**src/rtl/csc_pkg.sv**
```systemverilog
package csc_pkg;

    localparam int COEF_W = 16;
    localparam int N_CH   = 3;

    typedef logic signed [COEF_W-1:0] coef_t;

    // Weight of one input term for one output channel.
    // ch: 0 = luma, 1 = blue difference, 2 = red difference
    // term: 0 = red, 1 = green, 2 = blue
    function automatic coef_t weight(input int ch, input int term);
        coef_t k;
        k = '0;
        case (ch)
            0: case (term)
                   0: k = 16'sd9798;
                   1: k = 16'sd19235;
                   default: k = 16'sd3736;
               endcase
            1: case (term)
                   0: k = -16'sd4784;
                   1: k = -16'sd9437;
                   default: k = 16'sd14221;
               endcase
            default: case (term)
                   0: k = 16'sd20218;
                   1: k = -16'sd16941;
                   default: k = -16'sd3277;
               endcase
        endcase
        return k;
    endfunction

    // Mid-scale bias added after the shift (chroma channels only).
    function automatic int channel_bias(input int ch, input int pix_w);
        return (ch == 0) ? 0 : (1 << (pix_w - 1));
    endfunction

endpackage

```
**src/rtl/csc_valid_pipe.sv**
```systemverilog
module csc_valid_pipe #(
    parameter int DEPTH = 3
) (
    input  logic             clk,
    input  logic             rst_n,
    input  logic             take,
    output logic [DEPTH-1:0] stage_v
);

    typedef struct packed {
        logic [DEPTH-1:0] v;
    } vpipe_t;

    vpipe_t vp_d, vp_q;

    always_comb begin
        vp_d = vp_q;
        if (DEPTH > 1) begin
            vp_d.v = {vp_q.v[DEPTH-2:0], take};
        end else begin
            vp_d.v = DEPTH'(take);
        end
    end

    always_ff @(posedge clk or negedge rst_n) begin
        if (!rst_n) begin
            vp_q <= '0;
        end else begin
            vp_q <= vp_d;
        end
    end

    assign stage_v = vp_q.v;

endmodule

```
**src/rtl/csc_clamp.sv**
```systemverilog
module csc_clamp #(
    parameter int W_IN  = 26,
    parameter int W_OUT = 8
) (
    input  logic signed [W_IN-1:0]  val,
    output logic        [W_OUT-1:0] sat
);

    localparam logic signed [W_IN-1:0] TOP = W_IN'((1 << W_OUT) - 1);

    always_comb begin
        if (val < 0) begin
            sat = '0;
        end else if (val > TOP) begin
            sat = '1;
        end else begin
            sat = val[W_OUT-1:0];
        end
    end

endmodule

```
**src/rtl/csc_mac_lane.sv**
```systemverilog
module csc_mac_lane
    import csc_pkg::*;
#(
    parameter int    PIX_W  = 8,
    parameter int    FRAC_W = 15,
    parameter int    ACC_W  = 26,
    parameter coef_t K_R    = '0,
    parameter coef_t K_G    = '0,
    parameter coef_t K_B    = '0,
    parameter int    BIAS   = 0
) (
    input  logic             clk,
    input  logic             rst_n,
    input  logic [2:0]       stage_en,
    input  logic [PIX_W-1:0] pix_r,
    input  logic [PIX_W-1:0] pix_g,
    input  logic [PIX_W-1:0] pix_b,
    output logic [PIX_W-1:0] res
);

    typedef struct packed {
        logic signed [ACC_W-1:0] p_r;
        logic signed [ACC_W-1:0] p_g;
        logic signed [ACC_W-1:0] p_b;
        logic signed [ACC_W-1:0] acc;
        logic        [PIX_W-1:0] res;
    } lane_t;

    lane_t st_d, st_q;

    logic signed [ACC_W-1:0] acc_s;
    logic signed [ACC_W-1:0] scaled;
    logic        [PIX_W-1:0] clamped;

    function automatic logic signed [ACC_W-1:0] term(input logic [PIX_W-1:0] x,
                                                     input coef_t k);
        logic signed [ACC_W-1:0] xs;
        logic signed [ACC_W-1:0] ks;
        xs = ACC_W'(signed'({1'b0, x}));
        ks = ACC_W'(k);
        return xs * ks;
    endfunction

    assign acc_s  = st_q.acc;
    assign scaled = (acc_s >>> FRAC_W) + ACC_W'(BIAS);

    csc_clamp #(
        .W_IN (ACC_W),
        .W_OUT(PIX_W)
    ) i_clamp (
        .val(scaled),
        .sat(clamped)
    );

    always_comb begin
        st_d = st_q;
        // stage 1: three products
        if (stage_en[0]) begin
            st_d.p_r = term(pix_r, K_R);
            st_d.p_g = term(pix_g, K_G);
            st_d.p_b = term(pix_b, K_B);
        end
        // stage 2: accumulate
        if (stage_en[1]) begin
            st_d.acc = st_q.p_r + st_q.p_g + st_q.p_b;
        end
        // stage 3: shift, bias, clamp
        if (stage_en[2]) begin
            st_d.res = clamped;
        end
    end

    always_ff @(posedge clk or negedge rst_n) begin
        if (!rst_n) begin
            st_q <= '0;
        end else begin
            st_q <= st_d;
        end
    end

    assign res = st_q.res;

endmodule

```
**src/rtl/rgb_yuv_conv.sv**
```systemverilog
module rgb_yuv_conv
    import csc_pkg::*;
#(
    parameter int PIX_W  = 8,
    parameter int FRAC_W = 15,
    parameter int ACC_W  = 26
) (
    input  logic             clk,
    input  logic             rst_n,
    input  logic             in_valid,
    output logic             in_ready,
    input  logic [PIX_W-1:0] in_r,
    input  logic [PIX_W-1:0] in_g,
    input  logic [PIX_W-1:0] in_b,
    output logic             out_valid,
    output logic [PIX_W-1:0] out_y,
    output logic [PIX_W-1:0] out_u,
    output logic [PIX_W-1:0] out_v
);

    localparam int STAGES = 3;

    typedef struct packed {
        logic ready;
    } ctl_t;

    ctl_t ctl_d, ctl_q;

    logic              take;
    logic [STAGES-1:0] stage_v;
    logic [PIX_W-1:0]  lane_res [N_CH];

    always_comb begin
        ctl_d       = ctl_q;
        ctl_d.ready = 1'b1;
    end

    always_ff @(posedge clk or negedge rst_n) begin
        if (!rst_n) begin
            ctl_q <= '0;
        end else begin
            ctl_q <= ctl_d;
        end
    end

    assign in_ready = ctl_q.ready;
    assign take     = in_valid & ctl_q.ready;

    csc_valid_pipe #(
        .DEPTH(STAGES)
    ) i_valid_pipe (
        .clk    (clk),
        .rst_n  (rst_n),
        .take   (take),
        .stage_v(stage_v)
    );

    for (genvar ch = 0; ch < N_CH; ch++) begin : g_lane
        csc_mac_lane #(
            .PIX_W (PIX_W),
            .FRAC_W(FRAC_W),
            .ACC_W (ACC_W),
            .K_R   (weight(ch, 0)),
            .K_G   (weight(ch, 1)),
            .K_B   (weight(ch, 2)),
            .BIAS  (channel_bias(ch, PIX_W))
        ) i_lane (
            .clk     (clk),
            .rst_n   (rst_n),
            .stage_en({stage_v[1], stage_v[0], take}),
            .pix_r   (in_r),
            .pix_g   (in_g),
            .pix_b   (in_b),
            .res     (lane_res[ch])
        );
    end

    assign out_valid = stage_v[STAGES-1];
    assign out_y     = lane_res[0];
    assign out_u     = lane_res[1];
    assign out_v     = lane_res[2];

endmodule

```
**config.mk**
```make
export PLATFORM = sky130hd
export DESIGN_NAME = rgb_yuv_conv
export DESIGN_NICKNAME = d
export VERILOG_FILES = /design/src/rtl/csc_pkg.sv /design/src/rtl/csc_valid_pipe.sv /design/src/rtl/csc_clamp.sv /design/src/rtl/csc_mac_lane.sv /design/src/rtl/rgb_yuv_conv.sv
export SDC_FILE = /design/constraint.sdc
export NUM_CORES = 1
export LEC_CHECK = 0
export ABC_AREA = 1
export ABC_CLOCK_PERIOD_IN_PS = 4000
export BUFFER_PORTS_ARGS = -buffer_cell sky130_fd_sc_hd__buf_4
export CAP_MARGIN = 20
export CORE_ASPECT_RATIO = 1.1
export CORE_MARGIN = 2
export CORE_UTILIZATION = 50
export CTS_BUF_LIST = sky130_fd_sc_hd__clkbuf_2
export DETAILED_ROUTE_END_ITERATION = 8
export HOLD_SLACK_MARGIN = 0.15
export PLACE_DENSITY = 0.66
export SETUP_SLACK_MARGIN = 0.02
export SLEW_MARGIN = 20
export SYNTH_ARGS = -nofsm -noshare
export SYNTH_HDL_FRONTEND = slang
export SYNTH_SLANG_ARGS = --single-unit
```
**constraint.sdc**
```tcl
create_clock -name clk -period 4 [get_ports clk]
set_input_delay 0.4 -clock clk [delete_from_list [all_inputs] [get_ports clk]]
set_output_delay 0.4 -clock clk [all_outputs]
set_load 0.01 [all_outputs]
```
Yosys cells after proc, flatten, opt, wreduce, memory -nomap -nowiden
Index checks and enable logic that the tools add are counted.

operators by class
  $add $sub $neg = 8
  multiply operators = 9
  divide/modulo/power cells = 0
  order comparisons = 6
  eq/ne operators = 0
  shift operators = 0
  multiplexer cells = 6
  bitwise logic cells = 1
  reductions and logical operators = 0

operator list
  cell                                                          number
  adder 26 bit                                                  6
  two-way mux 8 bit                                             6
  multiplier 8 x 14 -> 22 bit (second input constant)           2
  multiplier 9 x 16 -> 25 bit (second input constant)           1
  adder 11 x 9 -> 12 bit (second input constant)                2
  > comparator 12 x 9 -> 1 bit (second input constant)          2
  less-than comparator 12 x 1 -> 1 bit (second input constant)  2
  multiplier 9 x 15 -> 24 bit (second input constant)           1
  multiplier 8 x 15 -> 23 bit (second input constant)           1
  multiplier 9 x 13 -> 22 bit (second input constant)           1
  multiplier 8 x 13 -> 21 bit (second input constant)           1
  multiplier 9 x 10 -> 19 bit (second input constant)           1
  multiplier 8 x 9 -> 17 bit (second input constant)            1
  > comparator 11 x 9 -> 1 bit (second input constant)          1
  less-than comparator 11 x 1 -> 1 bit (second input constant)  1
  AND 1 bit                                                     1

word-level totals
  register bits = 331
  latch bits = 0
  RAM bits = 0
  bits in read-only memories = 0
  bits of input ports = 27
  output and inout port bits = 26
  logic and storage cells = 47
  memories kept = 0

Depth between registers and ports, before layout
Gate-level depths: netlist (run 1).

  word-level depth = 4
  mapped depth = 20
  gate-level depth less buffers = 20

Modules after synthesis
Synthesis (run 1) repeated with hierarchy kept, for this count alone.

unflattened totals
  cell total of the unflattened synthesis = 4405
  area, all modules = 34099.0 µm²

by module, submodules not included
  module                           instances  cells each  area each (µm²)  seq. area each (µm²)
  csc_mac_lane (g_lane[2].i_lane)  1          1615        12384.4          2202.1
  csc_mac_lane (g_lane[1].i_lane)  1          1506        11760.0          2102.0
  csc_mac_lane (g_lane[0].i_lane)  1          1184        9422.8           1926.8
  csc_clamp                        3          31          140.1            0.0
  csc_valid_pipe                   1          3           75.1             75.1
  rgb_yuv_conv                     1          4           36.3             25.0

Worst setup path before layout (run 1)
Ideal clock, no wire load.

  path type = input port to flip-flop
  start point = input in_g[0]
  end point = register g_lane[2].i_lane.st_q[82] (netlist bit)
  setup time = 0.118 ns
  arrival = 4.034 ns
  setup slack = -0.152 ns
  stages = 16
  buffers on the path = 0
  cells stage by stage = fa_1 > inv_1 > fa_1 > inv_1 > fa_1 > inv_1 > fa_1 > inv_1 > ha_1 > nand2_1 > nor3_1 > nand4_1 > nand3_1 > nand2_1 > nand3_1 > nand2_1

between the ends
  word-level cells in the longest chain between the ends = 1

ends and longest elaborated chain
  item                         line                text
  start: declaration           rgb_yuv_conv.sv:13  input logic [PIX_W-1:0] in_g,
  multiplier 9 x 16 -> 25 bit  csc_mac_lane.sv:41  return xs * ks;
  end signal: assignment       csc_mac_lane.sv:77  st_q <= st_d;
  end: declaration             csc_mac_lane.sv:29  lane_t st_d, st_q;

No other way between the ends.
A chain may end at the register's enable or synchronous reset.

Final worst setup path (run 1)
Same ends and word-level chain as after synthesis.

==> results.txt, run 1 <==
----------------------------------------------------
[Routing]
  Antenna-violating nets left ... 0
  Number of optimization iterations in the first detailed-route pass ... 5
  # DRC ... 0
  DRT Wirelength ... slightly below 90000 um
  Iteration-0 DRC Markers ... between 1.5k and 2k
  Via count of the routed design ... about 27k
  Drt via density ... between 5 and 6
  Routed wire per std cell ... around 17 um

[Power and ir drop]
  Leakage power figure ... about 20 nW
  Worst VDD drop ... just over 0.0004 V
  Cell Pwr Density ... between 800 and 900 mW/mm^2

[Final layout]
  Layout Utilization ... 0.576
  Layout Cells excl Fill ... ~5.3k
  Most frequent standard cell in the layout excluding fill and tap cells ... sky130_fd_sc_hd__nand2_1
  Commonest cells after routing, fill and taps aside ... sky130_fd_sc_hd__nand2_1 (1030), sky130_fd_sc_hd__inv_1 (720), sky130_fd_sc_hd__ha_1 (454)
  Share of layout cells above drive strength 1 ... 0.121
  Fillers ... 6008
  Layout overhead on the synthesized area ... 14.4%
  Final net count ... 5247

[Place]
  Number of cells in the design after placement ... roughly 5.2k
  Post-Place Worst Slack ... -350 ps
  HPWL reported at the end of detailed placement ... between 70000 and 80000 um
  Routability-driven placement congestion ratio ... between 0.9 and 1
  Number of input and output port buffers inserted ... between 50 and 60

[GRT]
  Number of antenna violations at the first check in global routing ... 1
  GRT Total Usage ... 0.282
  Number of global-route vias before repair ... between 20k and 30k
  Global-route wire length before repair ... ~140000 um
  Pin count of the biggest net entering global routing ... 228
  Congestion Overflow GR ... 0

[STA]
  Maximum clock frequency ... ~260 MHz
  Skew final ... approximately 77 ps
  Final-report max-slew violation count ... 0
  Worst slew pin tran ... 929 ps
  Hold_ws ... about 260 ps
  Final critical-path required period ... roughly 3900 ps
  Setup Viol. Count Final ... 0
  Hold Vio Cnt, Final ... 0
  Max-slew headroom at the worst pin ... 0.381
  RSZ-0062 raised after global routing ... yes
  Final worst-path setup slack ... ~140 ps
  Fin Setup TNS ... 0 ps
  Share of the clock period used by the worst path ... 0.966

[Worst setup path]
  Element type at the critical path start ... primary input
  Type of destination of the critical path ... flip-flop
  Count of cells along the worst register-to-register path ... 11
  Delay contributed by the slowest stage of the critical path ... ~590 ps
  CP Buf/Inv Count ... 5
  Critical Path Most Common Cell ... sky130_fd_sc_hd__fa_1
  Worst-path cell with the longest stage delay ... sky130_fd_sc_hd__fa_2
  R2r startpoint ... g_lane[1].i_lane.st_q[51]
  Critical Path RT ... between 4000 and 5000 ps
  Maximum net fanout on the critical path ... 5
  Worst path arrival time ... around 4700 ps
  Setup slack of the most critical reg-to-reg path ... 1250 ps
  Category of the most critical setup path ... in2reg
  Capture instance of the worst register-to-register path ... g_lane[1].i_lane.acc_s[22]
  List of cells traversed by the critical path ... dlygate4sd3_1, buf_4, fa_2, fa_1, buf_4, fa_1, inv_1, fa_1, inv_1, ha_1, a21oi_1, o21ai_0, a21oi_1, nand4_1, nand3_1, nand2_1
  Critical path's top delay family ... adder cells

[Clocking]
  CTS H-tree lvls ... 3
  Number of buffers created by CTS ... 67
  Max Root-Sink Buffers ... 3
  Clock tree from TritonCTS ... built
  Number of sinks driven by the clock tree ... 239
  Clock transition at path regs ... 100 ps
  Clock latency on the worst-skew pair ... approximately 990 ps
  Buffer type at the clock tree root ... sky130_fd_sc_hd__clkbuf_2
  Setup repair bufs after CTS ... 0

[Run status]
  Outcome ... completed

[Yosys]
  Synth area leaders ... sky130_fd_sc_hd__fa_1 (19%), sky130_fd_sc_hd__dfrtp_1 (19%), sky130_fd_sc_hd__ha_1 (18%), sky130_fd_sc_hd__nand2_1 (12%), sky130_fd_sc_hd__inv_1 (8.7%)
  Post-synth net total ... between 4k and 5k
  Fraction of the mapped netlist area in adder cells ... 0.376
  Library cell with the largest summed area after synthesis ... sky130_fd_sc_hd__fa_1
  Synthesized-area fraction occupied by ao, oa, aoi and oai cells ... 0.0892
  Leading register cell type out of synthesis ... sky130_fd_sc_hd__dfrtp_1
  Synthesized area ... 0.0313 mm^2
  Number of synthesized flops with an enable pin ... 0
  Share of synthesized area occupied by flip-flops and latches ... 0.191
  Fraction of synthesized cell area in xor and xnor cells ... 0.0210
  Multiplexer area fraction after synthesis ... 0
  Cell variety after synth ... 45
  Share of Yosys cell area claimed by the top area cell type ... 0.193
  Async SR Flop Fraction ... 1.00
  Mapped Cells ... 4066
  Main combinational cell family by area after synthesis ... adder cells
  Fraction of the mapped netlist area in simple logic gates ... 0.224
  Mapped Avg Cell Area ... approximately 7.7 um^2
  Number of warnings issued by yosys ... 0
  Post-synthesis register bit count ... 239

[Worst hold path]
  Terminating pin of the worst hold path ... g_lane[1].i_lane.st_q[91]
  Hold crit path type ... in2reg
  Worst hold path stage count ... 5
  Origin of the worst min-delay path ... in_r[1]

[Flow run]
  Number of maximum-capacitance constraint violations ... 0

[Floorplanning]
  Die area ... about 0.065 mm^2
  Standard cell core area ... around 0.062 mm^2
  Site row count ... 96
  Width of the die ... between 200 and 250 um
  Starting Density ... 0.504
  Vertical die dimension ... approximately 270 um
  Top-level I/O count ... 53

----------------------------------------------------
==> worst max-delay path by stage <==
| stage | startpoint | endpoint | slack [ps] | cells past startpoint |
|---|---|---|---|---|
| 6_report | in_g[0] | g_lane[2].i_lane.st_q[82] | 140 | 16 |
| 4_1_cts | in_g[0] | g_lane[1].i_lane.st_q[84] | 180 | 19 |
| 2_1_floorplan | in_g[2] | g_lane[2].i_lane.st_q[84] | 30 | 17 |
| 3_3_place_gp | in_g[2] | g_lane[1].i_lane.st_q[84] | -340 | 18 |
| 3_5_place_dp | in_g[2] | g_lane[1].i_lane.st_q[84] | -350 | 18 |
| 5_1_grt | in_g[0] | g_lane[2].i_lane.st_q[84] | -4 | 18 |
==> layer usage <==
| metal | GRT usage | wire, um | up-vias |
|---|---|---|---|
| li1 | - | - | 13763 |
| met3 | 0.0275 | 3230 | 150 |
| met4 | 0.106 | 3420 | 0 |
| met2 | 0.484 | 42100 | 578 |
| met1 | 0.369 | 39700 | 12909 |
| met5 | 0 | 0 | - |
==> power breakdown <==
part / switching [mW] / leakage [nW] / internal [mW]
combinational: 14.6 / 16.6 / 10.3
sequential: 1.28 / 2.92 / 3.42
clock: 1.11 / 0.446 / 0.798
total: 17.0 / 20.0 / 14.5
==> logic make-up after synthesis <==
logic type,after synthesis
simple gates,1676
buf+inv,801
fa+ha+maj,760
compound gates,514
flops,239
xor+xnor,75
other cells,1
==> what timing repair did <==
| item | in CTS | in global routing |
|---|---|---|
| setup endpoints to repair | 0 | 7 |
| hold buffers | 23 | 0 |
| gates resized for setup | 0 | 5 |
| endpoints found under the hold margin | 381 | 0 |
==> sequential cells by signal, indices dropped and copies added, names as in the netlist <==
| signal | cells |
|---|---|
| i_valid_pipe.stage_v | 3 |
| g_lane.i_lane.st_q | 180 |
| g_lane.i_lane.acc_s | 31 |
| g_lane.i_lane.res | 24 |
| in_ready | 1 |
==> cells in the mapped netlist (2+ instances only) <==
| library cell | instances |
|---|---|
| sky130_fd_sc_hd__dfrtp_1 | 239 |
| sky130_fd_sc_hd__o21ai_1 | 12 |
| sky130_fd_sc_hd__nand4_1 | 53 |
| sky130_fd_sc_hd__or2_0 | 3 |
| sky130_fd_sc_hd__nand2_1 | 1034 |
| sky130_fd_sc_hd__nor2_2 | 2 |
| sky130_fd_sc_hd__a21oi_1 | 221 |
| sky130_fd_sc_hd__buf_1 | 7 |
| sky130_fd_sc_hd__a21boi_0 | 2 |
| sky130_fd_sc_hd__nor3_1 | 25 |
| sky130_fd_sc_hd__nand3b_1 | 26 |
| sky130_fd_sc_hd__o21bai_1 | 18 |
| sky130_fd_sc_hd__buf_4 | 24 |
| sky130_fd_sc_hd__nand2_2 | 5 |
| sky130_fd_sc_hd__xnor2_1 | 48 |
| sky130_fd_sc_hd__inv_1 | 723 |
| sky130_fd_sc_hd__buf_2 | 18 |
| sky130_fd_sc_hd__nor2_1 | 248 |
| sky130_fd_sc_hd__a21o_1 | 21 |
| sky130_fd_sc_hd__o21ai_0 | 189 |
| sky130_fd_sc_hd__o31ai_1 | 4 |
| sky130_fd_sc_hd__a31oi_1 | 24 |
| sky130_fd_sc_hd__nor3_2 | 7 |
| sky130_fd_sc_hd__nor4_1 | 6 |
| sky130_fd_sc_hd__or2_1 | 6 |
| sky130_fd_sc_hd__clkbuf_1 | 23 |
| sky130_fd_sc_hd__ha_1 | 458 |
| sky130_fd_sc_hd__fa_1 | 302 |
| sky130_fd_sc_hd__o21ai_2 | 8 |
| sky130_fd_sc_hd__o21a_1 | 8 |
| sky130_fd_sc_hd__and2_1 | 3 |
| sky130_fd_sc_hd__xor2_1 | 27 |
| sky130_fd_sc_hd__inv_2 | 6 |
| sky130_fd_sc_hd__a22o_1 | 2 |
| sky130_fd_sc_hd__nand3_1 | 234 |
| sky130_fd_sc_hd__or2_2 | 21 |
==> metrics by stage <==
stage	area, um^2	total power, mW
after global routing	35900	35.2
after global placement	35000	28.9
after CTS	35800	31.4
after floorplan	31400	20.8
final	35900	31.4
after detailed placement	35000	29.2
==> worst reg2reg max path, cell delays in order (launching register included) <==
cell,delay [ps]
sky130_fd_sc_hd__dfrtp_1,470
sky130_fd_sc_hd__fa_1,530
sky130_fd_sc_hd__ha_1,400
sky130_fd_sc_hd__nand2_1,120
sky130_fd_sc_hd__nor2_1,130
sky130_fd_sc_hd__inv_1,90
sky130_fd_sc_hd__nor3_1,240
sky130_fd_sc_hd__nand3_1,210
sky130_fd_sc_hd__nand3_1,130
sky130_fd_sc_hd__nand2_1,50
sky130_fd_sc_hd__nand3_1,200
sky130_fd_sc_hd__nand2_1,90
==> layout make-up <==
| cell class | instances | area, um^2 | share of cell area |
|---|---|---|---|
| diodes | 1 | 2.50 | 0.0000698 |
| inverters | 729 | 2740 | 0.0765 |
| repair buffers | 397 | 3130 | 0.0872 |
| clock inverters | 24 | 189 | 0.00527 |
| flip-flops and latches | 239 | 5980 | 0.167 |
| multi-input cells | 3026 | 22300 | 0.623 |
| clock buffers | 88 | 440 | 0.0123 |
| well taps | 833 | 1040 | 0.0291 |
(Power assumes the default switching activity.)
==> run 2, diff against run 1 <==
--- a/config.mk
+++ b/config.mk
@@ -15,9 +15,11 @@
 export CTS_BUF_LIST = sky130_fd_sc_hd__clkbuf_2
 export DETAILED_ROUTE_END_ITERATION = 8
 export HOLD_SLACK_MARGIN = 0.15
-export PLACE_DENSITY = 0.66
+export PLACE_DENSITY = 0.73
+export RECOVER_POWER = 50
 export SETUP_SLACK_MARGIN = 0.02
 export SLEW_MARGIN = 20
 export SYNTH_ARGS = -nofsm -noshare
 export SYNTH_HDL_FRONTEND = slang
+export SYNTH_HIERARCHICAL = 1
 export SYNTH_SLANG_ARGS = --single-unit
==> results.txt, run 2 <==
----------------------------------------------------
[Run status]
  Outcome ... finished, violations left
  Violations in the final reports ... capacitance limit, slew limit

[Final layout]
  Most frequent standard cell in the layout excluding fill and tap cells ... sky130_fd_sc_hd__nand2_1
  Commonest cells after routing, fill and taps aside ... sky130_fd_sc_hd__nand2_1 (1077), sky130_fd_sc_hd__inv_1 (796), sky130_fd_sc_hd__ha_1 (527)
  Largest Register ... g_lane.i_lane/st_q
  Final net count ... 5637 (+7.4%)
  Layout Utilization ... 0.568 (-0.00839)
  Layout overhead on the synthesized area ... 12.5%
  Share of layout cells above drive strength 1 ... 0.120 (-0.000871)
  Max reg flops ... 194 (+7.8%)

[Place]
  HPWL reported at the end of detailed placement ... 74800 um (-0.38%)
  Number of input and output port buffers inserted ... 52 (unchanged)
  Routability-driven placement congestion ratio ... 0.927 (-5.0%)

[Yosys]
  Library cell with the largest summed area after synthesis ... sky130_fd_sc_hd__ha_1
  Post-synthesis register bit count ... 253 (+5.9%)
  Synthesized area ... 0.0341 mm^2 (+8.8%)
  Commonest cells in the synthesized netlist ... sky130_fd_sc_hd__nand2_1 (1078), sky130_fd_sc_hd__inv_1 (798), sky130_fd_sc_hd__ha_1 (532), sky130_fd_sc_hd__nor2_1 (313), sky130_fd_sc_hd__fa_1 (312)
  Mapped Avg Cell Area ... 7.74 um^2 (+0.40%)
  Cell variety after synth ... 49 (+8.9%)
  Async SR Flop Fraction ... 1.00 (unchanged)
  Synth area leaders ... sky130_fd_sc_hd__ha_1 (20%), sky130_fd_sc_hd__dfrtp_1 (19%), sky130_fd_sc_hd__fa_1 (18%), sky130_fd_sc_hd__nand2_1 (12%), sky130_fd_sc_hd__inv_1 (8.8%)
  Share of synthesized area occupied by flip-flops and latches ... 0.186 (-0.00511)
  Share of Yosys cell area claimed by the top area cell type ... 0.195 (+0.00235)
  Number of synthesized flops with an enable pin ... 0 (unchanged)
  Leading register cell type out of synthesis ... sky130_fd_sc_hd__dfrtp_1
  Number of warnings issued by yosys ... 6 (+6)
  Mapped Cells ... 4405 (+8.3%)
  Most numerous cell in the Yosys netlist ... sky130_fd_sc_hd__nand2_1

[Routing]
  Drt via density ... 5.17 (+0.66%)
  Iteration-0 DRC Markers ... 1619 (-2.2%)
  Via count of the routed design ... 29.4k (+7.4%)
  Number of optimization iterations in the first detailed-route pass ... 5 (unchanged)
  Antenna-violating nets left ... 0 (unchanged)
  DRT Wirelength ... 89400 um (+1.1%)
  # DRC ... 0 (unchanged)
  Routed wire per std cell ... 15.7 um (-5.2%)

[Worst setup path]
  Worst path arrival time ... 4740 ps (+60 ps)
  Setup slack of the most critical reg-to-reg path ... 1240 ps (about the same)
  Critical Path RT ... 4930 ps (+120 ps)
  Maximum net fanout on the critical path ... 5 (unchanged)
  Element type at the critical path start ... primary input
  Category of the most critical setup path ... in2reg
  Type of destination of the critical path ... flip-flop

[STA]
  Hold Vio Cnt, Final ... 0 (unchanged)
  Skew final ... 96.7 ps (+19.7 ps)
  Final critical-path required period ... 3810 ps (-52.1 ps)
  Share of the clock period used by the worst path ... 0.953 (-0.0130)
  Setup Viol. Count Final ... 0 (unchanged)
  Worst slew pin tran ... 1830 ps (+896 ps)
  Fin Setup TNS ... 0 ps (unchanged)
  Final-report max-slew violation count ... 245 (+245)
  Maximum clock frequency ... 262 MHz (+1.4%)
  Max-slew headroom at the worst pin ... -0.217 (-0.598)
  RSZ-0062 raised after global routing ... yes

[Clocking]
  Clock tree from TritonCTS ... built
  Buffer type at the clock tree root ... sky130_fd_sc_hd__clkbuf_2
  Clock transition at path regs ... 110 ps (about the same)
  Number of sinks driven by the clock tree ... 253 (+5.9%)
  Max Root-Sink Buffers ... 3 (unchanged)
  Number of buffers created by CTS ... 70 (+4.5%)
  CTS H-tree lvls ... 3 (unchanged)
  Clock latency on the worst-skew pair ... 1050 ps (+60 ps)

[GRT]
  Number of antenna violations at the first check in global routing ... 3 (+2)
  Number of global-route vias before repair ... 29.6k (+6.8%)
  Pin count of the biggest net entering global routing ... 110 (-52%)
  Global-route wire length before repair ... 148000 um (+3.1%)
  GRT Total Usage ... 0.264 (-0.0182)
  Congestion Overflow GR ... 0 (unchanged)

[Floorplanning]
  Vertical die dimension ... 278 um (+4.2%)
  Top-level I/O count ... 53 (unchanged)
  Standard cell core area ... 0.0676 mm^2 (+8.6%)
  Die area ... 0.0703 mm^2 (+8.6%)
  Site row count ... 100 (+4.2%)
  Starting Density ... 0.505 (+0.000844)
  Width of the die ... 253 um (+4.2%)

[Power and ir drop]
  Leakage power figure ... 21.4 nW (+7.1%)
  Worst VDD drop ... 0.000407 V (about the same)
  Cell Pwr Density ... 826 mW/mm^2 (-5.8%)

[Flow run]
  Number of maximum-capacitance constraint violations ... 3 (+3)

[Worst hold path]
  Hold crit path type ... in2reg

----------------------------------------------------
-- run 2: cell types whose count changed after synthesis, moves of 10 or more --
| cell | change |
|---|---|
| sky130_fd_sc_hd__nand2_1 | +44 |
| sky130_fd_sc_hd__inv_1 | +75 |
| sky130_fd_sc_hd__nor2_2 | +10 |
| sky130_fd_sc_hd__ha_1 | +74 |
| sky130_fd_sc_hd__o21ai_0 | -27 |
| sky130_fd_sc_hd__a21oi_1 | -10 |
| sky130_fd_sc_hd__dfrtp_1 | +14 |
| sky130_fd_sc_hd__nor2_1 | +65 |
| sky130_fd_sc_hd__nand3_1 | +15 |
| sky130_fd_sc_hd__fa_1 | +10 |
| sky130_fd_sc_hd__mux2_2 | +24 |
-- run 2: cell families after synthesis --
logic type,synth area share
buffers and inverters,0.103
AOI/OAI and AO/OA,0.0792
xor gates and xnor gates,0.0200
muxes,0.00793
DFF,0.186
and+or+nand+nor,0.226
other,0.000220
adders and majority gates,0.378
-- run 2: through the flow --
stage                     total power, mW  hold WS, ps  area (um^2)  setup WS (ps)  cells
after floorplan                      21.6          104        34200           15.4   4421
after global placement               28.6          465        37300           -403   5542
after detailed placement             29.1          466        37300           -465   5542
after CTS                            31.6          152        38300            125   5684
after global routing                 35.7          180        38400           9.39   5688
final                                31.7          223        38400            188   5693
-- run 2: final cells by class --
type,instances,area (um^2)
diodes,8,20.0
clock buffers,95,475
clock inverters,29,285
fillers,6351,29200
inverters,815,3060
multi-input cells,3275,24400
flip-flops and latches,253,6330
well taps,867,1080
repair buffers,351,2670
-- run 2: critical path: stages --
cell                            delay [ps]
sky130_fd_sc_hd__dlygate4sd3_1         540
sky130_fd_sc_hd__buf_4                 150
sky130_fd_sc_hd__inv_1                 100
sky130_fd_sc_hd__fa_2                  550
sky130_fd_sc_hd__buf_4                 180
sky130_fd_sc_hd__fa_1                  490
sky130_fd_sc_hd__inv_1                  50
sky130_fd_sc_hd__fa_1                  480
sky130_fd_sc_hd__inv_1                  60
sky130_fd_sc_hd__fa_1                  530
sky130_fd_sc_hd__inv_1                  40
sky130_fd_sc_hd__ha_1                  380
sky130_fd_sc_hd__nand2_2               120
sky130_fd_sc_hd__nor3_1                260
sky130_fd_sc_hd__nand4_1               150
sky130_fd_sc_hd__nand3_1               100
sky130_fd_sc_hd__nand2_1                60
sky130_fd_sc_hd__nand3_1                60
sky130_fd_sc_hd__nand2_1                50
-- run 2: per-layer routing --
layer	routed length, um	vias up	track usage
met5	13	-	0
li1	-	14710	-
met1	40200	13976	0.355
met2	42600	616	0.449
met4	2150	2	0.0693
met3	4400	118	0.0311
-- run 2: report_power, final --
part	leakage (nW)	switching, mW	total [mW]	internal (mW)
registers	3.08	1.06	4.63	3.57
clock network	0.538	1.19	2.24	1.04
logic	17.8	14.6	24.8	10.2
total	21.4	16.8	31.7	14.9
-- run 2: final timing paths --
| kind | endpoint | depth (start not counted) | startpoint |
|---|---|---|---|
| max | g_lane[1].i_lane/st_q[81] | 19 | in_g[1] |
| min | g_lane[1].i_lane/st_q[36] | 6 | in_b[2] |
| max reg2reg | g_lane[0].i_lane/st_q[107] | 8 | in_ready |
| min reg2reg | g_lane[1].i_lane/st_q[62] | 2 | g_lane[1].i_lane/st_q[62] |
| max in group asynchronous | g_lane[2].i_lane/st_q[92] | 4 | rst_n |
| min in group asynchronous | g_lane[2].i_lane/st_q[55] | 4 | rst_n |
-- run 2: timing repair --
item	4_1_cts	5_1_grt
endpoints found under the setup margin	0	18
setup buffers	0	1
resized for setup	0	22
hold buffers	18	0
hold endpoints to repair	304	0
